`config.mk`:
```
export PLATFORM = sky130hd
export DESIGN_NAME = hdlink_port
export DESIGN_NICKNAME = d
export VERILOG_FILES = /design/src/rtl/hdlink_pkg.sv /design/src/rtl/link_fifo.sv /design/src/rtl/lk_tx_ser.sv /design/src/rtl/lk_rx_des.sv /design/src/rtl/lk_token_arb.sv /design/src/rtl/hdlink_port.sv
export SDC_FILE = /design/constraint.sdc
export NUM_CORES = 1
export LEC_CHECK = 0
export BUFFER_PORTS_ARGS = -buffer_cell sky130_fd_sc_hd__buf_2
export CELL_PAD_IN_SITES_DETAIL_PLACEMENT = 1
export CELL_PAD_IN_SITES_GLOBAL_PLACEMENT = 1
export CORE_MARGIN = 8
export CORE_UTILIZATION = 30
export CTS_CLUSTER_SIZE = 28
export DETAILED_ROUTE_END_ITERATION = 16
export GPL_ROUTABILITY_DRIVEN = 0
export PLACE_DENSITY = 0.49
export REMOVE_ABC_BUFFERS = 1
export SETUP_SLACK_MARGIN = 0.5
export SYNTH_ARGS = -nofsm -noshare
export SYNTH_HDL_FRONTEND = slang
export SYNTH_HIERARCHICAL = 1
export SYNTH_SLANG_ARGS = --single-unit
```
`constraint.sdc`:
```
create_clock -name clk -period 4.5 [get_ports clk]
set_input_delay 0.225 -clock clk [delete_from_list [all_inputs] [get_ports clk]]
set_output_delay 0.225 -clock clk [all_outputs]
set_load 0.01 [all_outputs]
```
`src/rtl/hdlink_pkg.sv`:
```
package hdlink_pkg;
   // Word addresses of the local slave window
   localparam logic [1:0] LK_ADDR_TXQ  = 2'd0;
   localparam logic [1:0] LK_ADDR_RXQ  = 2'd1;
   localparam logic [1:0] LK_ADDR_STAT = 2'd2;
   // Status word bit positions
   localparam int LK_STAT_TXRDY = 0;
   localparam int LK_STAT_RXRDY = 1;
endpackage

```
`src/rtl/link_fifo.sv`:
```
module link_fifo #(
   parameter int W     = 32,
   parameter int DEPTH = 8
) (
   input  logic             clk,
   input  logic             rst_n,
   input  logic             push,
   input  logic [W-1:0]     wdata,
   input  logic             pop,
   output logic [W-1:0]     rdata,
   output logic             full,
   output logic             empty,
   output logic [$clog2(DEPTH):0] level
);
   localparam int AW = $clog2(DEPTH);

   logic [W-1:0] mem [DEPTH];
   logic [AW:0]  wp, rp;

   always_ff @(posedge clk) begin
      if (!rst_n) begin
         wp <= '0;
         rp <= '0;
      end else begin
         if (push && !full) begin
            mem[wp[AW-1:0]] <= wdata;
            wp <= wp + 1'b1;
         end
         if (pop && !empty) rp <= rp + 1'b1;
      end
   end

   assign level = wp - rp;
   assign full  = (level == (AW+1)'(DEPTH));
   assign empty = (wp == rp);
   assign rdata = mem[rp[AW-1:0]];
endmodule

```
`src/rtl/lk_tx_ser.sv`:
```
module lk_tx_ser #(
   parameter int WORD_W = 32,
   parameter int BYTE_W = 8
) (
   input  logic              clk,
   input  logic              rst_n,
   input  logic              own,
   input  logic              have_word,
   input  logic [WORD_W-1:0] word,
   input  logic              ack_i,
   output logic              stb_o,
   output logic [BYTE_W-1:0] byte_o,
   output logic              pop,
   output logic              idle
);
   localparam int NB    = WORD_W / BYTE_W;
   localparam int IDX_W = $clog2(NB);
   localparam logic [IDX_W-1:0] LAST = IDX_W'(NB - 1);

   logic [IDX_W-1:0] idx;

   always_ff @(posedge clk) begin
      if (!rst_n) begin
         stb_o <= 1'b0;
         idx   <= '0;
      end else if (!stb_o) begin
         if (own && have_word && !ack_i) stb_o <= 1'b1;
      end else if (ack_i) begin
         stb_o <= 1'b0;
         idx   <= (idx == LAST) ? '0 : idx + 1'b1;
      end
   end

   assign byte_o = word[idx*BYTE_W +: BYTE_W];
   assign pop    = stb_o && ack_i && (idx == LAST);
   assign idle   = !stb_o && !ack_i && (idx == '0);
endmodule

```
`src/rtl/lk_rx_des.sv`:
```
module lk_rx_des #(
   parameter int WORD_W = 32,
   parameter int BYTE_W = 8
) (
   input  logic              clk,
   input  logic              rst_n,
   input  logic              stb_i,
   input  logic [BYTE_W-1:0] byte_i,
   input  logic              room,
   output logic              ack_o,
   output logic              push,
   output logic [WORD_W-1:0] word
);
   localparam int NB    = WORD_W / BYTE_W;
   localparam int IDX_W = $clog2(NB);
   localparam int SH_W  = WORD_W - BYTE_W;
   localparam logic [IDX_W-1:0] LAST = IDX_W'(NB - 1);

   logic [IDX_W-1:0] idx;
   logic [SH_W-1:0]  sh;
   logic             take;

   assign word = {byte_i, sh};
   assign take = stb_i && !ack_o && ((idx != LAST) || room);
   assign push = take && (idx == LAST);

   always_ff @(posedge clk) begin
      if (!rst_n) begin
         ack_o <= 1'b0;
         idx   <= '0;
         sh    <= '0;
      end else if (take) begin
         ack_o <= 1'b1;
         idx   <= (idx == LAST) ? '0 : idx + 1'b1;
         sh    <= word[WORD_W-1:BYTE_W];
      end else if (!stb_i && ack_o) begin
         ack_o <= 1'b0;
      end
   end
endmodule

```
`src/rtl/lk_token_arb.sv`:
```
module lk_token_arb (
   input  logic clk,
   input  logic rst_n,
   input  logic role_drive,
   input  logic tx_pending,
   input  logic tx_idle,
   input  logic req_i,
   input  logic tok_i,
   output logic own,
   output logic req_o,
   output logic tok_o
);
   always_ff @(posedge clk) begin
      if (!rst_n) begin
         own   <= role_drive;
         tok_o <= 1'b0;
      end else begin
         tok_o <= 1'b0;
         if (own && !tx_pending && tx_idle && req_i) begin
            own   <= 1'b0;
            tok_o <= 1'b1;
         end else if (!own && tok_i) begin
            own <= 1'b1;
         end
      end
   end

   assign req_o = !own && tx_pending;
endmodule

```
`src/rtl/hdlink_port.sv`:
```
module hdlink_port
   import hdlink_pkg::*;
#(
   parameter int WORD_W     = 32,
   parameter int BYTE_W     = 8,
   parameter int FIFO_DEPTH = 8,
   parameter bit IRQ_EDGE   = 1'b1
) (
   input  logic              clk,
   input  logic              rst_n,
   input  logic              role_drive,
   input  logic              bus_wr,
   input  logic              bus_rd,
   input  logic [1:0]        bus_addr,
   input  logic [WORD_W-1:0] bus_wdata,
   output logic [WORD_W-1:0] bus_rdata,
   output logic              bus_stall,
   output logic              irq_tx,
   output logic              irq_rx,
   output logic [BYTE_W-1:0] lk_d_o,
   output logic              lk_d_oe,
   input  logic [BYTE_W-1:0] lk_d_i,
   output logic              lk_stb_o,
   input  logic              lk_stb_i,
   output logic              lk_ack_o,
   input  logic              lk_ack_i,
   output logic              lk_req_o,
   input  logic              lk_req_i,
   output logic              lk_tok_o,
   input  logic              lk_tok_i
);
   localparam int LVL_W = $clog2(FIFO_DEPTH) + 1;

   if ((WORD_W % BYTE_W) != 0 || (WORD_W / BYTE_W) < 2) begin : g_bad_width
      $error("hdlink_port: WORD_W must be at least two whole bytes");
   end
   if (FIFO_DEPTH < 2 || (FIFO_DEPTH & (FIFO_DEPTH - 1)) != 0) begin : g_bad_depth
      $error("hdlink_port: FIFO_DEPTH must be a power of two >= 2");
   end

   logic              own, tx_full, tx_empty, rx_full, rx_empty;
   logic              tx_pop, tx_idle, rx_push;
   logic [WORD_W-1:0] tx_head, rx_head, rx_word;
   logic [LVL_W-1:0]  tx_level, rx_level;
   logic              wr_tx, rd_rx, tx_rdy, rx_rdy;

   assign wr_tx  = bus_wr && (bus_addr == LK_ADDR_TXQ);
   assign rd_rx  = bus_rd && (bus_addr == LK_ADDR_RXQ);
   assign tx_rdy = !tx_full;
   assign rx_rdy = !rx_empty;
   assign bus_stall = (wr_tx && tx_full) || (rd_rx && rx_empty);

   always_comb begin
      bus_rdata = '0;
      if (bus_addr == LK_ADDR_RXQ) begin
         bus_rdata = rx_head;
      end else if (bus_addr == LK_ADDR_STAT) begin
         bus_rdata[LK_STAT_TXRDY] = tx_rdy;
         bus_rdata[LK_STAT_RXRDY] = rx_rdy;
      end
   end

   link_fifo #(.W(WORD_W), .DEPTH(FIFO_DEPTH)) u_txq (
      .clk(clk), .rst_n(rst_n), .push(wr_tx), .wdata(bus_wdata),
      .pop(tx_pop), .rdata(tx_head), .full(tx_full), .empty(tx_empty),
      .level(tx_level));

   link_fifo #(.W(WORD_W), .DEPTH(FIFO_DEPTH)) u_rxq (
      .clk(clk), .rst_n(rst_n), .push(rx_push), .wdata(rx_word),
      .pop(rd_rx), .rdata(rx_head), .full(rx_full), .empty(rx_empty),
      .level(rx_level));

   lk_tx_ser #(.WORD_W(WORD_W), .BYTE_W(BYTE_W)) u_ser (
      .clk(clk), .rst_n(rst_n), .own(own), .have_word(!tx_empty),
      .word(tx_head), .ack_i(lk_ack_i), .stb_o(lk_stb_o), .byte_o(lk_d_o),
      .pop(tx_pop), .idle(tx_idle));

   lk_rx_des #(.WORD_W(WORD_W), .BYTE_W(BYTE_W)) u_des (
      .clk(clk), .rst_n(rst_n), .stb_i(lk_stb_i), .byte_i(lk_d_i),
      .room(!rx_full), .ack_o(lk_ack_o), .push(rx_push), .word(rx_word));

   lk_token_arb u_arb (
      .clk(clk), .rst_n(rst_n), .role_drive(role_drive),
      .tx_pending(!tx_empty), .tx_idle(tx_idle), .req_i(lk_req_i),
      .tok_i(lk_tok_i), .own(own), .req_o(lk_req_o), .tok_o(lk_tok_o));

   assign lk_d_oe = own;

   if (IRQ_EDGE) begin : g_irq_edge
      logic tx_rdy_q, rx_rdy_q;
      always_ff @(posedge clk) begin
         if (!rst_n) begin
            tx_rdy_q <= 1'b1;
            rx_rdy_q <= 1'b0;
         end else begin
            tx_rdy_q <= tx_rdy;
            rx_rdy_q <= rx_rdy;
         end
      end
      assign irq_tx = tx_rdy && !tx_rdy_q;
      assign irq_rx = rx_rdy && !rx_rdy_q;
   end else begin : g_irq_level
      assign irq_tx = tx_rdy;
      assign irq_rx = rx_rdy;
   end
endmodule

```
Word level (Yosys, flattened, before mapping) --
Memories as Yosys holds them, arrays and structs flattened. A register that Yosys moved wholly into a read port is not among the register bits. Index checks and enable logic that the tools add are counted.
Storage, ports and cells: register bits 50, RAM bits 512, bits of input ports 51, output and inout bits 48, logic and storage cells 100, memories kept 2
Operators by class: add/sub/neg operators 8, equality and inequality tests 10, shift-type cells 1, muxes and demuxes 24, reduce and logical (&&, ||, !) cells 42
Memory list:
- u_rxq.mem | depth 8, width 32, read ports 1, clocked after memory_dff 1, wr ports 1, RTL line link_fifo.sv:17 | logic [W-1:0] mem [DEPTH];
- u_txq.mem | depth 8, width 32, read ports 1, clocked after memory_dff 1, wr ports 1, RTL line link_fifo.sv:17
Operators by type and width (count):
- variable part select 32 x 6 -> 8 bit | 1
- two-way mux 30 bit | 1
- logical AND 1 bit | 25
- adder 4 x 1 -> 4 bit (second input constant) | 4
- two-way mux 1 bit | 15
- two-way mux 3 bit | 4
- zero test 1 bit | 11
- equality test 4 bit | 2
- equality test 4 bit (second input constant) | 2
- two-way mux 2 bit | 4
- subtractor 4 bit | 2
- equality test 2 bit (second input constant) | 3
- adder 2 x 1 -> 2 bit (second input constant) | 2
- zero test 2 bit | 2
- inequality test 3 x 1 -> 1 bit (second input constant) | 1
- equality test 2 x 1 -> 1 bit (second input constant) | 1
- logical OR 1 bit | 2
- inequality test 2 bit (second input constant) | 1
- AND reduction 2 bit | 1
- nonzero test 2 bit | 1

Longest topological paths before layout --
Gate-level depths: netlist (run 1).
word-level depth 10, depth in mapped cells 19, mapped depth without buffers 15

Hierarchy --
Netlist (run 1), hierarchy kept.
By module, submodules not included:
- link_fifo (u_rxq) | instances 1, cells each 464, area each 10385.0 sq um, sequential area each 7907.6 sq um
- link_fifo (u_txq) | instances 1, cells each 461, area each 10354.9 sq um, sequential area each 7907.6 sq um
- lk_rx_des | instances 1, cells each 112, area each 1124.8 sq um, sequential area each 540.5 sq um
- lk_tx_ser | instances 1, cells each 27, area each 367.9 sq um, sequential area each 60.1 sq um
- hdlink_port | instances 1, cells each 50, area each 355.3 sq um, sequential area each 40.0 sq um
- lk_token_arb | instances 1, cells each 9, area each 97.6 sq um, sequential area each 50.0 sq um

Worst setup path before layout (run 1) --
OpenSTA, ideal clock, no wires.
path kind reg2reg, start point register u_rxq.wp[0], end point memory u_rxq.mem[2][0] (enable), setup time 0.392 ns, arrival time 3.644 ns, data required time 4.108 ns, slack 0.464 ns, stages on the path, launching flop included 18, buffers on the path 4, clock period less this slack 4.036 ns, path through dfxtp_1 > clkbuf_1 > inv_1 > ha_1 > nand3b_1 > a21oi_1 > or2_1 > buf_6 > nor2_1 > inv_1 > nor2b_4 > nor3b_2 > buf_6 > buf_12 > and2_1 > and3_1 > nor2b_1 > and2_1
On the way: cells in the longest elaborated chain, start to end 10
Ends and longest elaborated chain:
- start, declared | RTL line link_fifo.sv:18 | logic [AW:0] wp, rp;
- start signal, assigned | RTL line link_fifo.sv:27 | wp <= wp + 1'b1;
- subtractor 4 bit | RTL line link_fifo.sv:33 | assign level = wp - rp;
- equality test 4 bit | RTL line link_fifo.sv:34 | assign full = (level == (AW+1)'(DEPTH));
- net rx_full | RTL line hdlink_port.sv:41 | logic own, tx_full, tx_empty, rx_full, rx_empty;
- zero test 1 bit | RTL line hdlink_port.sv:80 | .room(!rx_full), .ack_o(lk_ack_o), .push(rx_push), .word(rx_word));
- logical OR 1 bit | RTL line lk_rx_des.sv:24 | assign take = stb_i && !ack_o && ((idx != LAST) || room);
- logical AND 1 bit | RTL line lk_rx_des.sv:24
- logical AND 1 bit | RTL line lk_rx_des.sv:25 | assign push = take && (idx == LAST);
- net rx_push | RTL line hdlink_port.sv:42 | logic tx_pop, tx_idle, rx_push;
- logical AND 1 bit | RTL line link_fifo.sv:25 | if (push && !full) begin
- two-way mux 1 bit | RTL line link_fifo.sv:25
- two-way mux 1 bit | RTL line link_fifo.sv:21 | if (!rst_n) begin
- two-way mux 1 bit (implied by the code) | RTL line link_fifo.sv:26 | mem[wp[AW-1:0]] <= wdata;
- end, declared | RTL line link_fifo.sv:17
The timed path passes the listed nets, and every way through them passes these cells.

Worst setup path in the final report (run 1) --
start point register u_txq.wp[0], end point output bus_stall
On the way: cells in the longest elaborated chain, start to end 4
Ends and longest elaborated chain:
- start, declared | RTL line link_fifo.sv:18
- start signal, assigned | RTL line link_fifo.sv:27
- subtractor 4 bit | RTL line link_fifo.sv:33
- net tx_level[1] | RTL line hdlink_port.sv:44 | logic [LVL_W-1:0] tx_level, rx_level;
- equality test 4 bit | RTL line link_fifo.sv:34
- net tx_full | RTL line hdlink_port.sv:41
- logical AND 1 bit | RTL line hdlink_port.sv:51 | assign bus_stall = (wr_tx && tx_full) || (rd_rx && rx_empty);
- logical OR 1 bit | RTL line hdlink_port.sv:51
- end, declared | RTL line hdlink_port.sv:17 | output logic bus_stall,
The timed path passes the listed nets, and every way through them passes these cells.

==> results by stage, run 1 <==
Run status:
- The run finished with clean final reports.

Cells and area:
- The number of nets in the layout is 1362.
- The summed area of non-filler cells in the final layout is 0.02690 mm2.
- The library cell used most frequently in the layout, excluding fill and tap cells, is sky130_fd_sc_hd__edfxtp_1.
- The final cell utilization of the core is 35.65%.
- The filler cell count is 7399.
- The top cell types in the final layout, fill and taps aside, are sky130_fd_sc_hd__edfxtp_1, sky130_fd_sc_hd__mux4_2, sky130_fd_sc_hd__buf_2.
- Relative to the synthesized area, the layout overhead comes to 18.61%.
- In the final layout, flip-flops and latches occupy 0.01652 mm2.
- The multi-input combinational cells in the finished layout cover a total of 0.005752 mm2.
- Cells with a size suffix above 1 make up 33.88% of the layout.

Place:
- The cell area after placement is 0.02433 mm2.
- Before CTS, the worst setup slack after placement is 0.6325 ns.
- After legalization and detailed placement, the total HPWL measured 29.12 mm.
- The count of buffers from port buffering is 98.

Setup path:
- The standard cell with the maximum stage delay on the critical path is sky130_fd_sc_hd__nor3_1.
- Data on the critical path is required at its endpoint by 4.28 ns.
- The data arrival time of the critical path is 3.51 ns.
- The sort of element at the end of the critical path is a primary output.
- On the worst path, the slowest cell contributes a delay of 0.60 ns.
- The buffer and inverter count on the worst path is 3.
- Among the stages of the critical path, the cell type that occurs most often is sky130_fd_sc_hd__inv_1.
- In this design, the largest share of critical-path delay is due to simple AND/OR/NAND/NOR gates.
- The largest driver fanout on the critical path is 11.
- The start-to-end type of the worst setup path is register to primary output.
- The launching element type of the critical path is a register.
- The critical path goes through inv_1, ha_1, inv_1, fa_1, or3_4, nor3_1, nand3b_1, a21oi_1, buf_2.

Floorplan:
- The core box area is 0.07544 mm2.
- The overall die width is 290.9 um.
- Once the floorplan was initialized, standard cells occupied 30.06% of the core.
- 99 I/O pins were placed.
- The area enclosed by the die boundary is 0.08465 mm2.
- From bottom edge to top edge, the die measures 290.9 um.
- The row count is 101.

Drt:
- The routed length per placed instance is 21.83 um.
- The count of unresolved DRC violations after routing is 0.
- Wires add up to 50.82 mm.
- The detailed router finished its first iteration with 509 violations.
- Detailed routing inserted a total of 11000 vias.
- In this run the remaining antenna-violating nets after routing total 0.
- The first detailed-routing pass ran for 4 iterations.
- The ratio of routed vias to standard cells is 4.724.

STA:
- The relative max-transition margin is 28.97%.
- At the pin with the least slew margin, the transition time is 1.065 ns.
- The final number of hold-violating endpoints came to 0.
- In the post-route analysis, the smallest setup slack over all paths is 0.7608 ns.
- The number of failing setup endpoints in the final timing report is 0.
- The clock skew after layout is 0.02489 ns.
- The worst path uses 83.09% of the clock period.
- Setup repair after global routing left no endpoint under its margin.
- The final period demand of the worst path is 3.739 ns.
- After routing, the total negative slack on setup checks comes to 0 ns.
- The number of slew-limit violations in the final report is 0.
- For this run, the top clock speed supported by timing is 0.2674 GHz.

Power and ir drop:
- The power density over the cells is 414.2 mW/mm2.
- The total power is 0.01114 W.
- IR analysis of the VDD net gives a maximum drop of 0.2627 mV.
- The analysis attributes to cell leakage a power of 8.737 nW.

Clock network:
- Clock-pin slew was measured on the worst setup and hold paths at 0.06 ns.
- CTS placed an instance of sky130_fd_sc_hd__clkbuf_16 at the clock tree root.
- Counting every sink on the clock net gives 568.
- TritonCTS built the clock tree.
- The H-tree was split into 3 levels.
- The largest buffer count on any clock path is 3.
- The number of clock buffers added by TritonCTS is 66.
- The number of buffers added for setup after CTS is 0.
- The clock insertion delay at the later pin of the skew report is 0.58 ns.

Synth:
- Summing every instance area after synthesis gives 0.02268 mm2.
- The synthesized instance count is 1121.
- A synthesized cell averages 20.23 um2.
- The total number of yosys warnings is 6.

Global route:
- Entering global routing, the biggest net connects 54 pins.
- Global routing used 11.93% of the available tracks across all layers.
- The via count of the first global-routing pass is 12320.
- The wire length of the first global-routing pass is 77.74 mm.
- The remaining global-route overflow is 0.
- The number of antenna violations at the first check in global routing is 3.

Run:
- Max-cap violations in this run came to 0.

Hold path:
- The type of the worst min-delay path is input pin to register.
==> worst paths after layout <==
path / from / to / slack, ns / depth (start not counted)
max reg2reg: u_rxq/wp[0]$_SDFFE_PN0P_ / u_rxq/mem[3][16]$_DFFE_PP_ / 0.82 / 14
max: u_txq/wp[0]$_SDFFE_PN0P_ / bus_stall / 0.76 / 9
min: lk_req_i / u_arb/tok_o$_SDFF_PN0_ / 0.10 / 3
min reg2reg: u_des/idx[1]$_SDFFE_PN0P_ / u_des/idx[1]$_SDFFE_PN0P_ / 0.47 / 2
==> tightest hold or removal path: cells and delay by family <==
| kind | cells | cell delay [ns] |
|---|---|---|
| buffers and inverters | 1 | 0.07 |
| AND/OR/NAND/NOR | 2 | 0.35 |
==> power by group <==
group / leakage, nW / internal, W / switching [W] / total (W)
Sequential: 5.13 / 0.00575 / 0.0000265 / 0.00578
Combinational: 2.59 / 0.0000930 / 0.000125 / 0.000218
Clock: 1.02 / 0.00303 / 0.00212 / 0.00514
Total: 8.74 / 0.00887 / 0.00227 / 0.0111
==> registers in the layout, indices dropped and copies added, names as in the netlist, named ones only <==
signal	count
u_ser/idx	2
g_irq_edge.tx_rdy_q	1
u_txq/wp	4
u_des/sh	24
u_txq/mem	256
u_arb/own	1
u_rxq/rp	4
u_rxq/mem	256
u_rxq/wp	4
u_arb/tok_o	1
u_des/ack_o	1
u_txq/rp	4
u_des/idx	2
g_irq_edge.rx_rdy_q	1
u_ser/stb_o	1
==> layout make-up <==
| type | instances | share of cell area (%) |
|---|---|---|
| clock buffer | 85 | 6.559 |
| clock inverter | 36 | 1.233 |
| multi-input combinational | 473 | 21.38 |
| tap | 978 | 4.549 |
| inverter | 16 | 0.2233 |
| antenna | 1 | 0.009303 |
| timing repair buffer | 171 | 4.628 |
| sequential | 568 | 61.42 |
==> through the flow <==
stage                     instances  hold slack (ns)
after global placement         2162           0.4460
after detailed placement       2162           0.4656
final                          2328           0.1004
after global routing           2328           0.1082
after floorplan                1057           0.2941
after CTS                      2327          0.06665
==> metal layers <==
metal  vias to the layer above  part of all wire [%]  global-route usage, %
met5                         -                 0.024                      0
met3                        71                   3.5                  2.438
li1                       4898                     -                      -
met1                      5862                    44                  14.98
met2                       164                    50                  20.84
met4                         2                   2.1                  3.256
==> what timing repair did <==
item | in CTS | in global routing
hold buffers | 44 | 0
endpoints found under the hold margin | 333 | 0
resized for setup | 0 | 8
setup endpoints to repair | 0 | 256
Power figures use the tool's default switching activity.
==> run 2, diff against run 1 <==
- PLACE_DENSITY: 0.49 -> 0.51
- clock period: 4.5 -> 3.1 ns (I/O delays scaled with it)
==> run 2 against run 1 <==
Effect of this change:
- final cell count increased by 5.2%
- global-route usage increased by 0.91 points
- sequential share of layout area decreased by 5.8 points
- hold slack improved by 0.062 ns
- flip-flop and latch count unchanged
- first-iteration DRC count increased by 29%
- non-clock buffer count increased by 131
- final area increased by 10%
- via count increased by 6.1%
- highest routed layer unchanged
- register-to-register slack got worse by 0.71 ns
- total power increased by 41%
==> results by stage, run 2 (synthesis results as in run 1) <==
STA:
- Final hold analysis gives a worst-case slack of 0.1627 ns.
- Timing would allow up to 0.3343 GHz.
- The fraction of the cycle the final worst path needs is 96.49%.
- Clock skew on the completed layout was measured at 0.02320 ns.
- The transition time of the tightest slew-check pin is 0.7400 ns.
- Setup repair after global routing could not meet its margin everywhere.
- The number of failing setup endpoints in the final timing report is 0.
- The final number of hold-violating endpoints is 0.
- The number of slew-limit violations in the final report is 0.
- For the finished layout, the period the worst path requires is 2.991 ns.
- The final sum of negative setup slack is 0 ns.
- The relative max-transition margin is 50.67%.

Hold path:
- The worst hold path terminates at u_txq/wp[2]$_SDFFE_PN0P_.
- The startpoint identified for the worst hold timing path is bus_addr[0].
- The type of the worst min-delay path is input pin to register.
- Along the worst hold path, the cell count comes to 5.

Cells and area:
- For this run, the post-layout net count is 1487.
- The filler cell count is 7231.
- The layout-stage area growth over the synthesis result is 31.06%.
- The most frequent standard cell in the layout excluding fill and tap cells is sky130_fd_sc_hd__edfxtp_1.
- The number of antenna diodes in the final layout is 0.
- The library cells used most frequently in the layout, excluding fill and tap cells, are sky130_fd_sc_hd__edfxtp_1, sky130_fd_sc_hd__mux4_2, sky130_fd_sc_hd__clkbuf_16.
- Of the cells placed in the final design, the portion with a size suffix greater than 1 is 43.75%.

Floorplan:
- 99 I/O pins were placed.
- The initial core utilization is 30.06%.
- The area enclosed by the die boundary is 0.08465 mm2.
- The core region is 0.07544 mm2.
- The overall die height is 290.9 um.
- The overall die width is 290.9 um.
- The initialized floorplan defines 101 standard-cell rows.

Setup path:
- Data on the critical path is required at its endpoint by 3.41 ns.
- The reg-to-reg critical path startpoint is u_rxq/wp[0]$_SDFFE_PN0P_.
- The data arrival time of the critical path is 3.31 ns.
- The slowest stage of the critical path belongs to the cell sky130_fd_sc_hd__fa_2.
- By instance count, the cell type seen most on the critical path is sky130_fd_sc_hd__inv_2.
- In this run the worst path has a maximum fanout of 6.
- In this design, the stage delay of the slowest critical-path cell is 0.51 ns.
- Traced cell by cell, the critical path runs through inv_2, ha_4, inv_2, fa_2, nand2b_4, or2_4, nor2_4, inv_2, nor2b_4, nor3b_4, and2_4, and3_4, nor2b_4, o311a_4, buf_12, buf_12.
- The sort of element at the end of the critical path is a register.
- The count of cells along the worst register-to-register path is 16.
- In this run the critical register-to-register path is captured at u_rxq/mem[3][8]$_DFFE_PP_.
- The minimum setup slack among reg-to-reg paths is 0.11 ns.
- The critical path in this run is classified as register to register.
- STA classifies the critical path startpoint as a register.

Clock network:
- TritonCTS built the clock tree.
- In this run the number of H-tree levels came out at 2.
- The clock insertion delay at the later pin of the skew report is 0.61 ns.
- In this run the clock root is driven by a sky130_fd_sc_hd__clkbuf_16.
- The largest buffer count on any clock path is 3.
- The clock buffer count from CTS is 60.
- The clock slew seen by the registers of the worst setup and hold paths is 0.06 ns.
- CTS saw 568 sinks.

Drt:
- The post-detailed-routing wire length is 57.48 mm.
- In the routed design, unresolved DRC markers number 0.
- In the final routing, the length of wire on met1 measures 26.09 mm.
- The number of detailed-route iterations in the first pass is 6.
- The post-route antenna net violation count is 0.
- The highest metal layer carrying signal wires in the routed design is met5.
- For this block, the initial DRC count from the detailed router was 658.
- The routed wire length on met2 is 28.39 mm.
- The detailed router placed 11670 vias in this run.
- The routed length per placed instance is 23.46 um.
- Dividing the detail-routed via count by the number of cells gives 4.762.
- The routed design uses 1.916 mm of met3 wire.

Global route:
- The remaining global-route overflow is 0.
- The number of antenna violations at the first check in global routing came to 2.
- Global routing consumed, over all layers together, 12.84% of the routing resources.
- The wire length of the first global-routing pass is 83.07 mm.
- Entering global routing, the biggest net connects 65 pins.
- The via count of the first global-routing pass is 12780.

Run:
- The max-capacitance violation count is 0.

Power and ir drop:
- Summed over all cells, the static leakage comes to 9.951 nW.
- The power density over the cells is 529.6 mW/mm2.
- VDD sags by at most 0.4532 mV.

Place:
- The total half-perimeter wirelength after legalization and detailed placement is 30.02 mm.
- Buffers placed on the I/O ports in this run total 98.

Run status:
- The flow ran to the end, and the final reports show no timing, DRC or antenna violations.
run 2: where the power goes:
part	internal (W)	switching (W)
clock	0.00400	0.00297
sequential	0.00835	0.0000362
combinational	0.000182	0.000208
total	0.0125	0.00321
run 2: stage by stage:
stage | util [%] | std cells | worst slack, ns | cell area, um2 | power, W
2_1_floorplan | - | 1057 | -1.977 | 22290 | 0.008652
3_3_place_gp | 32.87 | 2189 | 0.04349 | 24800 | 0.008831
3_5_place_dp | 32.87 | 2189 | 0.04250 | 24800 | 0.008844
4_1_cts | 37.78 | 2414 | 0.07089 | 28510 | 0.01595
5_1_grt | 39.40 | 2450 | -0.001346 | 29720 | 0.01626
6_report | 39.40 | 2450 | 0.1088 | 29720 | 0.01574
run 2: worst max path at each step:
stage                                         from                          to
after floorplan           u_rxq/wp[0]$_SDFFE_PN0P_   u_rxq/mem[2][0]$_DFFE_PP_
after global placement    u_rxq/wp[0]$_SDFFE_PN0P_  u_rxq/mem[2][27]$_DFFE_PP_
after detailed placement  u_rxq/rp[2]$_SDFFE_PN0P_  u_rxq/mem[3][13]$_DFFE_PP_
after CTS                                 register                   lk_d_o[1]
after global routing      u_rxq/rp[1]$_SDFFE_PN0P_   u_rxq/mem[3][8]$_DFFE_PP_
final                     u_rxq/wp[0]$_SDFFE_PN0P_   u_rxq/mem[3][8]$_DFFE_PP_
run 2: cell type report:
cell class / instances / area [um2] / area share (%)
Clock buffer: 97 / 1730 / 5.822
Inverter: 16 / 60.06 / 0.2021
Multi-Input combinational cell: 473 / 6210 / 20.89
Timing Repair Buffer: 302 / 3785 / 12.73
Tap cell: 978 / 1224 / 4.117
Sequential cell: 568 / 16530 / 55.62
Clock inverter: 16 / 182.7 / 0.6146
run 2: routing by layer:
metal | vias up | GRT usage, %
met4 | 4 | 3.231
met3 | 74 | 2.042
li1 | 5164 | -
met5 | - | 0
met1 | 6256 | 17.00
met2 | 170 | 21.97
run 2: critical path: cells and delay by family (launching register included):
kind | cells | cell delay, ns
AND/OR/NAND/NOR | 8 | 1.03
adder cells (fa/ha/maj) | 2 | 0.64
buffers and inverters | 5 | 0.40
flip-flops | 1 | 0.32
AO/OA/AOI/OAI | 1 | 0.29
run 2: repair_timing:
action / CTS / global route
setup endpoints to repair: 486 / 482
resized for setup: 106 / 135
setup buffers: 50 / 17
gates cloned: 17 / 19
pin swaps: 17 / 14
endpoints found under the hold margin: 336 / 0
hold buffers: 45 / 0
==> run 3, diff against run 2 <==
- ABC_AREA: unset -> 1
- PLACE_DENSITY: 0.51 -> 0.54
==> run 3 against run 2 <==
Effect of this change:
- register-to-register slack better by 0.28 ns
- total power rose by 2.9%
- clock power is 6.2% higher
- highest routed layer is now met4
- flip-flop and latch count stayed put
- largest cell class unchanged
- core utilization is 0.94 points lower
==> results by stage, run 3 <==
Run status:
- The run finished with clean final reports.

Floorplan:
- The initial core utilization is 30.10%.
- The floorplan step set the die width to 296.4 um.
- For this design the top-level I/O count stands at 99.
- In this run the vertical extent of the chip is 296.4 um.
- The die covers 0.08783 mm2.
- The core box area is 0.07836 mm2.
- The row count is 103.

STA:
- The worst setup slack after layout is 0.3838 ns.
- Setup violations remaining at the end of the flow were counted as 0.
- Summed over all failing endpoints, the final setup total negative slack is 0 ns.
- The timing-limited maximum frequency is 0.3682 GHz.
- Setup repair after global routing could not meet its margin everywhere.
- The clock skew after layout is 0.03418 ns.
- The hold slack is 0.1006 ns.
- The transition time of the tightest slew-check pin is 0.9372 ns.
- The final number of hold-violating endpoints is 0.
- The final period demand of the worst path is 2.716 ns.
- The relative max-transition margin is 37.14%.
- The fraction of the cycle the final worst path needs is 87.62%.
- The number of slew-limit violations in the final report came to 0.

Synth:
- The area of the mapped netlist is 0.02358 mm2.
- The total number of yosys warnings is 6.
- The synthesized instance count is 2072.
- A synthesized cell averages 11.38 um2.

Clock network:
- The TritonCTS sink count is 568.
- TritonCTS built the clock tree.
- The clock slew seen by the registers of the worst setup and hold paths is 0.05 ns.
- In this run the number of H-tree levels came out at 3.
- The clock insertion delay at the later pin of the skew report is 0.61 ns.
- The cell sitting at the root of the clock tree is a sky130_fd_sc_hd__clkbuf_16.
- The clock buffer count from CTS is 66.
- The largest buffer count on any clock path is 3.

Drt:
- For this block, the via count after detailed routing is 16350.
- The routed length per placed instance is 20.86 um.
- Once detail routing completed, the nets flagged for antenna violations numbered 0.
- Before antenna repair, the detailed router went through 6 iterations.
- The detailed router's first-iteration violation count is 1166.
- The ratio of routed vias to standard cells is 4.788.
- The count of unresolved DRC violations after routing is 0.
- The routed design has 71.23 mm of wire.

Cells and area:
- The post-layout instance count excluding filler cells is 3415.
- Leaving out fill and tap cells, the most frequent cell in the layout is sky130_fd_sc_hd__edfxtp_1.
- The layout-stage area growth over the synthesis result is 27.78%.
- Cells fill 38.46% of the core in the end.
- The top cell types in the final layout, fill and taps aside, are sky130_fd_sc_hd__edfxtp_1, sky130_fd_sc_hd__nor2_1, sky130_fd_sc_hd__nand2_1.
- Cells with a size suffix above 1 make up 20.00% of the layout.
- The number of nets in the layout is 2378.

Run:
- Across the run, the number of max-cap violations was 0.

Global route:
- Entering global routing, the biggest net connects 53 pins.
- The number of antenna violations at the first check in global routing is 4.
- For this run, the total global-route usage over all layers was measured as 15.10%.
- The remaining global-route overflow is 0.
- The first global-routing pass estimated 102.6 mm of wire.
- The via count of the first global-routing pass was 17090.

Hold path:
- The type of the worst min-delay path is input pin to register.
- The critical hold path startpoint is bus_addr[1].
- The worst hold path endpoint is u_txq/wp[1]$_SDFFE_PN0P_.
- The number of cells on the worst hold path is 5.

Setup path:
- The worst endpoint required time is 3.40 ns.
- The number of cells on the worst reg-to-reg path is 16.
- The worst setup path is captured at a register.
- The worst setup path is of the register to register kind.
- Setup slack on the worst reg-to-reg path comes out at 0.38 ns.
- The data arrival time of the critical path is 3.01 ns.
- The reg-to-reg endpoint is u_rxq/mem[2][5]$_DFFE_PP_.
- STA classifies the critical path startpoint as a register.
- Along the worst path, the maximum fanout reaches 16.
- The reg-to-reg critical path startpoint is u_rxq/wp[0]$_SDFFE_PN0P_.

Power and ir drop:
- The power density over the cells is 537.6 mW/mm2.
- The worst-case IR drop observed on VDD is 0.4071 mV.
- The leakage power total is 10.89 nW.

Place:
- The count of buffers from port buffering is 98.
- Prior to clock tree synthesis, the placed netlist has a worst setup slack of 0.1449 ns.
- The total instance count after detailed placement is 3148.
- The HPWL after detailed placement is 36.25 mm.
## run 3: report_power, final
part	internal (W)	switching, W	total, W
clock	0.00431	0.00309	0.00740
combinational	0.000157	0.000258	0.000416
sequential	0.00835	0.0000393	0.00839
total	0.0128	0.00339	0.0162
## run 3: cell type report
| class | instances | area (um2) |
|---|---|---|
| Antenna cell | 5 | 12.51 |
| Fill cell | 8503 | 48220 |
| Sequential cell | 568 | 16530 |
| Inverter | 120 | 505.5 |
| Clock inverter | 20 | 195.2 |
| Timing Repair Buffer | 292 | 3550 |
| Timing Repair inverter | 1 | 8.758 |
| Clock buffer | 96 | 1836 |
| Tap cell | 1050 | 1314 |
| Multi-Input combinational cell | 1263 | 6177 |
## run 3: repair_timing
action                     4_1_cts  5_1_grt
cloned                          14       28
setup buffers                   33       22
gates resized for setup         80      131
hold endpoints to repair       341        0
hold buffers                    49        0
pin swaps                       18       57
setup endpoints to repair      351      458
## run 3: layer usage
metal,GRT usage (%),part of all wire (%),up-vias
met2,25.34,48,285
met1,20.40,47,8319
met3,2.298,3.7,75
li1,-,-,7673
met5,0,0,-
met4,3.876,1.6,0
## run 3: worst max path at each step
stage	startpoint	endpoint	slack, ns	cells past startpoint
floorplan	u_rxq/wp[0]$_SDFFE_PN0P_	u_rxq/mem[0][0]$_DFFE_PP_	-1.47	13
global placement	u_rxq/wp[0]$_SDFFE_PN0P_	u_rxq/mem[2][12]$_DFFE_PP_	0.21	16
detailed placement	u_rxq/wp[0]$_SDFFE_PN0P_	u_rxq/mem[2][12]$_DFFE_PP_	0.14	14
CTS	u_rxq/wp[0]$_SDFFE_PN0P_	u_rxq/mem[1][9]$_DFFE_PP_	0.39	17
global route	u_rxq/wp[0]$_SDFFE_PN0P_	u_rxq/mem[3][0]$_DFFE_PP_	0.27	16
finish	u_rxq/wp[0]$_SDFFE_PN0P_	u_rxq/mem[2][5]$_DFFE_PP_	0.38	16
## run 3: through the flow
step,instance area [um2],total power [W]
floorplan,22770,0.008681
global placement,25360,0.008874
detailed placement,25360,0.008887
CTS,28870,0.01640
global route,30130,0.01672
finish,30130,0.01620
## run 3: worst max-delay path, cell delays in order, from the launching register on
cell and delay (ns):
sky130_fd_sc_hd__dfxtp_2 0.32, sky130_fd_sc_hd__inv_2 0.08, sky130_fd_sc_hd__ha_4 0.13, sky130_fd_sc_hd__inv_2 0.04, sky130_fd_sc_hd__fa_2 0.52, sky130_fd_sc_hd__or2_0 0.12, sky130_fd_sc_hd__nor2_1 0.06, sky130_fd_sc_hd__nand3_2 0.07
sky130_fd_sc_hd__inv_2 0.04, sky130_fd_sc_hd__inv_2 0.05, sky130_fd_sc_hd__nand3_2 0.08, sky130_fd_sc_hd__inv_2 0.10, sky130_fd_sc_hd__buf_6 0.12, sky130_fd_sc_hd__nand3_2 0.18, sky130_fd_sc_hd__nor2_4 0.16, sky130_fd_sc_hd__buf_12 0.14
sky130_fd_sc_hd__clkbuf_16 0.20
